`config.mk`:
```
export PLATFORM = sky130hd
export DESIGN_NAME = i2c_scl_timer
export DESIGN_NICKNAME = d
export VERILOG_FILES = /design/src/rtl/i2c_sclgen_pkg.sv /design/src/rtl/sclgen_regs.sv /design/src/rtl/sclgen_prescaler.sv /design/src/rtl/sclgen_phase.sv /design/src/rtl/i2c_scl_timer.sv
export SDC_FILE = /design/constraint.sdc
export NUM_CORES = 1
export LEC_CHECK = 0
export ABC_AREA = 1
export BUFFER_PORTS_ARGS = -buffer_cell sky130_fd_sc_hd__buf_2
export CAP_MARGIN = 20
export CELL_PAD_IN_SITES_DETAIL_PLACEMENT = 0
export CELL_PAD_IN_SITES_GLOBAL_PLACEMENT = 1
export CORE_MARGIN = 4
export CORE_UTILIZATION = 40
export DETAILED_ROUTE_END_ITERATION = 8
export GPL_ROUTABILITY_DRIVEN = 0
export MAX_ROUTING_LAYER = met4
export PLACE_DENSITY = 0.77
export SYNTH_ARGS = -nofsm -noshare
export SYNTH_HDL_FRONTEND = slang
export SYNTH_HIERARCHICAL = 1
export SYNTH_SLANG_ARGS = --single-unit
```
`constraint.sdc`:
```
create_clock -name clk -period 3.5 [get_ports clk]
set_clock_uncertainty 0.05 [all_clocks]
set_input_delay 1.05 -clock clk [delete_from_list [all_inputs] [get_ports clk]]
set_output_delay 1.05 -clock clk [all_outputs]
set_load 0.1 [all_outputs]
```
`src/rtl/i2c_sclgen_pkg.sv`:
```
// Shared constants and register-select type for the SCL timer.
package i2c_sclgen_pkg;
    localparam int REG_W      = 16;  // width of every configuration register
    localparam int HS_BIT     = 12;  // control bit that selects high-speed mode
    localparam int FIELD_W    = 8;   // width of one count field
    localparam int ADD_CYCLES = 6;   // fixed units added to every half period

    typedef enum logic [1:0] {
        SEL_PRESCALE = 2'd0,
        SEL_LOW      = 2'd1,
        SEL_HIGH     = 2'd2,
        SEL_CTRL     = 2'd3
    } cfg_sel_e;
endpackage

```
`src/rtl/sclgen_regs.sv`:
```
// Configuration registers of the SCL timer.
// Holds the prescaler, the low and high half-period registers (two packed
// count fields each) and the high-speed mode bit. It assumes writes are
// single-cycle strobes. A prescaler write is flagged so that the divider
// can restart cleanly.
module sclgen_regs
    import i2c_sclgen_pkg::*;
#(
    parameter int PSC_W = 8
) (
    input  logic                 clk,
    input  logic                 rst_n,
    input  logic                 wr_en,
    input  logic [1:0]           wr_sel,
    input  logic [REG_W-1:0]     wr_data,
    output logic [PSC_W-1:0]     psc_q,
    output logic [1:0][REG_W-1:0] half_q,   // [0] low register, [1] high register
    output logic                 hs_mode_q,
    output logic                 psc_wr
);
    cfg_sel_e sel;
    assign sel    = cfg_sel_e'(wr_sel);
    assign psc_wr = wr_en && (sel == SEL_PRESCALE);

    // Store written values; reset clears every register.
    always_ff @(posedge clk) begin
        if (!rst_n) begin
            psc_q     <= '0;
            half_q    <= '0;
            hs_mode_q <= 1'b0;
        end else if (wr_en) begin
            unique case (sel)
                SEL_PRESCALE: psc_q     <= wr_data[PSC_W-1:0];
                SEL_LOW:      half_q[0] <= wr_data;
                SEL_HIGH:     half_q[1] <= wr_data;
                SEL_CTRL:     hs_mode_q <= wr_data[HS_BIT];
                default:      ;
            endcase
        end
    end

    // A register that was not addressed keeps its value.
    AST_REG_HOLD: assert property (@(posedge clk) disable iff (!rst_n)
        !wr_en |=> ($stable(psc_q) && $stable(half_q) && $stable(hs_mode_q)));
endmodule

```
`src/rtl/sclgen_prescaler.sv`:
```
// Prescaler of the SCL timer.
// Divides the functional clock by (psc + 1) and gives a one-cycle tick.
// It assumes the count is held at zero while the timer is not running or
// while the prescaler is being rewritten, so the first tick after a start
// comes exactly psc + 1 cycles later.
module sclgen_prescaler #(
    parameter int PSC_W = 8
) (
    input  logic             clk,
    input  logic             rst_n,
    input  logic             run,
    input  logic             restart,
    input  logic [PSC_W-1:0] psc,
    output logic             tick
);
    logic [PSC_W-1:0] pcnt;
    logic             wrap;

    assign wrap = (pcnt >= psc);
    assign tick = run && !restart && wrap;

    // Count functional-clock cycles up to the prescaler value, then wrap.
    always_ff @(posedge clk) begin
        if (!rst_n) begin
            pcnt <= '0;
        end else if (!run || restart || wrap) begin
            pcnt <= '0;
        end else begin
            pcnt <= pcnt + 1'b1;
        end
    end

    AST_PSC_WRAP: assert property (@(posedge clk) disable iff (!rst_n)
        tick |=> (pcnt == '0));
    AST_PSC_BOUND: assert property (@(posedge clk) disable iff (!rst_n)
        pcnt <= psc);
endmodule

```
`src/rtl/sclgen_phase.sv`:
```
// Half-period sequencer of the SCL timer.
// Times the low and high halves of SCL, each lasting its field plus a fixed
// number of steps. In master-code timing a step is a prescaler tick and the
// fields are the low bytes; in the high-speed data part every clock is a step
// and the fields are the high bytes. It assumes the count registers are not
// rewritten while the timer runs.
module sclgen_phase
    import i2c_sclgen_pkg::*;
#(
    parameter int CNT_W = FIELD_W,
    parameter int ADD   = ADD_CYCLES
) (
    input  logic                  clk,
    input  logic                  rst_n,
    input  logic                  enable,
    input  logic                  hs_mode,
    input  logic                  phase_sw,
    input  logic                  pre_tick,
    input  logic [1:0][REG_W-1:0] half_regs,
    output logic                  running,
    output logic                  scl_o
);
    localparam int LIM_W = CNT_W + 1;
    localparam logic [LIM_W-1:0] ADD_L = LIM_W'(ADD);

    logic                 hs_data;   // high-speed data part active
    logic                 pend;      // strobe seen, waiting for the next low half
    logic [LIM_W-1:0]     cnt;
    logic [CNT_W-1:0]     fld [2];
    logic [LIM_W-1:0]     limit;
    logic                 step;
    logic                 last;
    logic                 go_hs;

    // Pick the field for each half from the part of the transfer in progress.
    for (genvar h = 0; h < 2; h++) begin : g_field
        assign fld[h] = hs_data ? half_regs[h][2*CNT_W-1:CNT_W]
                                : half_regs[h][CNT_W-1:0];
    end

    assign limit = {1'b0, fld[scl_o ? 1 : 0]} + ADD_L;
    assign step  = running && (hs_data || pre_tick);
    assign last  = (cnt >= limit - 1'b1);
    assign go_hs = scl_o && hs_mode && (pend || phase_sw);

    // Drive SCL, the half counter and the part of the transfer.
    always_ff @(posedge clk) begin
        if (!rst_n || !enable) begin
            scl_o   <= 1'b1;
            running <= 1'b0;
            cnt     <= '0;
            hs_data <= 1'b0;
            pend    <= 1'b0;
        end else if (!running) begin
            running <= 1'b1;
            scl_o   <= 1'b0;
            cnt     <= '0;
        end else begin
            pend <= (pend || phase_sw) && hs_mode && !hs_data;
            if (step) begin
                if (last) begin
                    cnt   <= '0;
                    scl_o <= !scl_o;
                    if (go_hs) begin
                        hs_data <= 1'b1;
                        pend    <= 1'b0;
                    end
                end else begin
                    cnt <= cnt + 1'b1;
                end
            end
            if (!hs_mode) begin
                hs_data <= 1'b0;
                pend    <= 1'b0;
            end
        end
    end

    AST_IDLE_HIGH: assert property (@(posedge clk) disable iff (!rst_n)
        !enable |=> scl_o);
    AST_START_LOW: assert property (@(posedge clk) disable iff (!rst_n)
        (enable && !running) |=> (!scl_o && running));
    AST_EDGE_ON_STEP: assert property (@(posedge clk) disable iff (!rst_n)
        ($past(running) && $past(enable) && (scl_o != $past(scl_o))) |-> $past(step));
    AST_HS_NEEDS_MODE: assert property (@(posedge clk) disable iff (!rst_n)
        !hs_mode |=> !hs_data);
    AST_HS_AT_LOW: assert property (@(posedge clk) disable iff (!rst_n)
        $rose(hs_data) |-> !scl_o);
    AST_HS_LEAVE: assert property (@(posedge clk) disable iff (!rst_n)
        !enable |=> !hs_data);
endmodule

```
`src/rtl/i2c_scl_timer.sv`:
```
// Top of the I2C master SCL prescaler and phase timer.
// Joins the configuration registers, the prescaler and the half-period
// sequencer. It assumes a single functional clock and a synchronous
// active-low reset.
module i2c_scl_timer
    import i2c_sclgen_pkg::*;
#(
    parameter int PSC_W = 8
) (
    input  logic             clk,
    input  logic             rst_n,
    input  logic             wr_en,
    input  logic [1:0]       wr_sel,
    input  logic [REG_W-1:0] wr_data,
    input  logic             enable,
    input  logic             phase_sw,
    output logic             scl_o
);
    logic [PSC_W-1:0]      psc_q;
    logic [1:0][REG_W-1:0] half_q;
    logic                  hs_mode_q;
    logic                  psc_wr;
    logic                  running;
    logic                  pre_tick;

    sclgen_regs #(.PSC_W(PSC_W)) u_regs (
        .clk       (clk),
        .rst_n     (rst_n),
        .wr_en     (wr_en),
        .wr_sel    (wr_sel),
        .wr_data   (wr_data),
        .psc_q     (psc_q),
        .half_q    (half_q),
        .hs_mode_q (hs_mode_q),
        .psc_wr    (psc_wr)
    );

    sclgen_prescaler #(.PSC_W(PSC_W)) u_psc (
        .clk     (clk),
        .rst_n   (rst_n),
        .run     (running),
        .restart (psc_wr),
        .psc     (psc_q),
        .tick    (pre_tick)
    );

    sclgen_phase #(.CNT_W(FIELD_W), .ADD(ADD_CYCLES)) u_phase (
        .clk       (clk),
        .rst_n     (rst_n),
        .enable    (enable),
        .hs_mode   (hs_mode_q),
        .phase_sw  (phase_sw),
        .pre_tick  (pre_tick),
        .half_regs (half_q),
        .running   (running),
        .scl_o     (scl_o)
    );

    AST_RESET_IDLE: assert property (@(posedge clk)
        !rst_n |=> scl_o);
endmodule

```
==> impl_metrics.yaml <==
run_status:
  status: "finished, final reports clean"
worst_setup_path:
  cp_data_required_time_ns: 3.68
  reg2reg_depth: 18
  cp_common_cell: "nand2_1"
  path_cells: "inv_2 -> o211ai_1 -> nand2_1 -> ha_1 -> inv_1 -> nand2_2 -> and3_4 -> or2_1 -> ha_1 -> nand2_1 -> nor2_1 -> inv_1 -> nor2_1 -> nor2_1 -> nand2_1 -> nand2_1 -> nand2_1 -> nor2_1"
  cp-end-kind: "flop"
  r2r_start: "u_phase/scl_o$_SDFFE_PN1P_"
  critical_path_class: "flop to flop"
  r2r-end: "u_phase/cnt[8]$_SDFFE_PP0P_"
  slowest_delay_ns: 0.59
  ff2ff_setup_slack_ns: 0.42
  setup.worst_path.start: "u_phase/scl_o$_SDFFE_PN1P_"
  cp-start-kind: "flop"
  critical_path_peak_fanout: 11
  crit_end: "u_phase/cnt[8]$_SDFFE_PP0P_"
  critical-path-slowest-cell: "dfxtp_1"
  critPathArrivalTime_ns: 3.26
synthesis:
  yosys.area_share.xor_xnor: 0.0334
  synth_edf_count: 0
  ys_async_sr_fraction: 0
  ys_types: 36
  ys_ff_latch: 62
  synthAdderAreaFrac: 0.0682
  syn_nets: 591
  muxShareOfSynthArea: 0
  netlist_area_um2: 3670
  synth-compound-area-share: 0.0671
  synth-simple-area-share: 0.357
  netlist_instances: 548
  avgSynthCellArea_um2: 6.70
  ys_seq_area_frac: 0.338
  synth_top_family_by_area: "simple AND/OR/NAND/NOR gates"
  synth_ff_type: "dfxtp_1"
  yosys_warnings: 6
power_and_ir_drop:
  ir_worst_vdd_mv: 0.207
  pwr-share-seq: 0.474
  switching_share: 0.264
  internal_power_w: 0.00117
  clockPowerShare: 0.406
  p_comb_frac: 0.121
  leakage_nw: 1.97
  switchingPower_w: 0.000419
  power_density_nw_per_um2: 397
place:
  dpl.hpwl_mm: 5.91
  dp_cells: 663
  portBuffers: 23
  pre_cts_slack_ns: 0.425
route:
  drt-pass1-iter-count: 4
  drt_iter0_drc: 154
  via_per_inst: 4.57
  wl_per_cell_um: 11.6
  ant_nets: 0
  wl_mm: 7.86
  drc_errors: 0
  vias: 3102
floorplan:
  rows: 34
  io-pin-count: 24
  start_util: 0.417
  core-area_um2: 8810
  die_x_um: 104
  die_y_um: 104
  die_area_um2: 10800
final_layout:
  final_util: 0.453
  num_antenna_cells: 0
  final_common_cell: "nand2_1"
  layout_common_cells: "141 x nand2_1, 103 x nor2_1, 88 x inv_1, 62 x dfxtp_1, 24 x nand3_1"
  finalNonFillerCells: 679
  drive_gt1_frac: 0.133
  area_delta_synth_final_pct: 8.73
  fin_nets: 609
  fillers: 913
sta:
  hold_viol: 0
  worst_pin_slew_ns: 0.498
  worst_slack_ns: 0.416
  slew_violations: 0
  setup-tns-final_ns: 0
  min_period_ns: 3.08
  setup_viol: 0
  timing.final.crit_share: 0.881
  rsz0062_at_grt: "false"
  fmax_mhz: 324
  slew_headroom: 0.670
clock_tree:
  clock_latency_ns: 0.34
  cts_buffers: 9
  path_clk_slew_ns: 0.07
  cts_sinks: 62
  ctsHoldBuffers: 0
  cts-root-buf: "clkbuf_8"
  htreeDepth: 3
  post_cts_buffers: 0
  cts_tree: "built"
  cts_max_path_buffers: 2
  cts_resized: 0
global_routing:
  grt-ovfl-total: 0
  grt_util_all_layers: 0.159
  grt_pass1_wl_mm: 13.6
  grt_max_degree: 43
  antenna_found_initial: 0
  grt_pass1_vias: 2921
min_path:
  min_path_type: "flop to flop"
job:
  drv_cap: 0
-- Yosys cell counts (2+ instances only) --
cell,instances,area share
ha_1,20,0.068
o21ai_0,8,0.011
nand2_1,141,0.14
a21oi_1,18,0.025
inv_2,6,0.0061
nand4_1,3,0.0051
xnor2_1,5,0.012
buf_4,3,0.0061
nor3_2,2,0.0055
inv_1,88,0.090
dfxtp_1,62,0.34
buf_6,8,0.025
buf_2,6,0.0082
nand3_1,24,0.033
o21ai_1,4,0.0055
nand3_2,2,0.0055
o211ai_1,2,0.0041
xor2_1,9,0.021
nand2_2,7,0.012
nand3_4,2,0.0095
nor2_4,2,0.0061
nor2_1,103,0.11
o211ai_2,2,0.0068
nor2_2,9,0.015
-- area by class of cell --
cell class,count,area [µm²],area share
multi-input combinational,374,1930,0.484
clock inverter,3,42.5,0.0107
inverter,94,353,0.0884
tap,108,135,0.0339
sequential,62,1240,0.311
timing repair buffer,25,130,0.0326
clock buffer,13,159,0.0398
-- worst min-delay path by stage --
stage                                      to  cells past startpoint  slack, ns                       from
finish              u_phase/pend$_SDFFE_PN0P_                      2       0.42  u_phase/pend$_SDFFE_PN0P_
floorplan            u_psc/pcnt[0]$_SDFF_PP0_                      1       0.39   u_psc/pcnt[0]$_SDFF_PP0_
global placement    u_phase/pend$_SDFFE_PN0P_                      2       0.40  u_phase/pend$_SDFFE_PN0P_
detailed placement  u_phase/pend$_SDFFE_PN0P_                      2       0.41  u_phase/pend$_SDFFE_PN0P_
global route        u_phase/pend$_SDFFE_PN0P_                      2       0.48  u_phase/pend$_SDFFE_PN0P_
CTS                 u_phase/pend$_SDFFE_PN0P_                      2       0.43  u_phase/pend$_SDFFE_PN0P_
-- logic make-up (layout without fill, tap and decap cells) --
logic type / count (synthesis) / in the layout
AO/OA/AOI/OAI: 39 / 39
adder cells (fa/ha/maj): 20 / 20
flip-flops: 62 / 62
XOR/XNOR: 14 / 14
buffers and inverters: 112 / 135
AND/OR/NAND/NOR: 301 / 301
-- per-layer routing --
metal	part of all wire	routed length (µm)	GRT usage	vias to the layer above
met1	0.52	4070	0.212	1363
met5	0	0	-	-
met2	0.44	3480	0.239	39
met4	0.013	102	0.0646	0
li1	-	-	-	1692
met3	0.026	202	0.0286	8
-- critical path, delay by kind of cell, from the launching register on --
| kind | cells | cell delay [ns] |
|---|---|---|
| buffers and inverters | 3 | 0.34 |
| and+or+nand+nor | 12 | 1.37 |
| AOI/OAI and AO/OA | 1 | 0.14 |
| DFF | 1 | 0.59 |
| adders and majority gates | 2 | 0.49 |
-- power groups by stage --
| stage | clock network, W | registers (W) | logic, W |
|---|---|---|---|
| 3_3_place_gp | 0 | 0.000767 | 0.000190 |
| 6_report | 0.000643 | 0.000751 | 0.000191 |
| 4_1_cts | 0.000660 | 0.000751 | 0.000194 |
| 5_1_grt | 0.000691 | 0.000754 | 0.000225 |
| 3_5_place_dp | 0 | 0.000767 | 0.000193 |
| 2_1_floorplan | 0 | 0.000764 | 0.000148 |
-- sequential cells by signal, summed over array words and instances, names as in the netlist --
name,cells
u_regs/half_q,32
u_phase/cnt,9
u_psc/pcnt,8
u_regs/psc_q,8
u_phase/hs_data,1
u_phase/pend,1
u_phase/running,1
u_phase/scl_o,1
u_regs/hs_mode_q,1
-- stage by stage --
step	hold slack [ns]	power (W)	instance area, µm²
floorplan	0.390	0.000911	3670
global placement	0.400	0.000956	3790
detailed placement	0.411	0.000960	3790
CTS	0.427	0.00160	3990
global route	0.476	0.00167	3990
finish	0.420	0.00159	3990
Power figures use the tool's default switching activity.
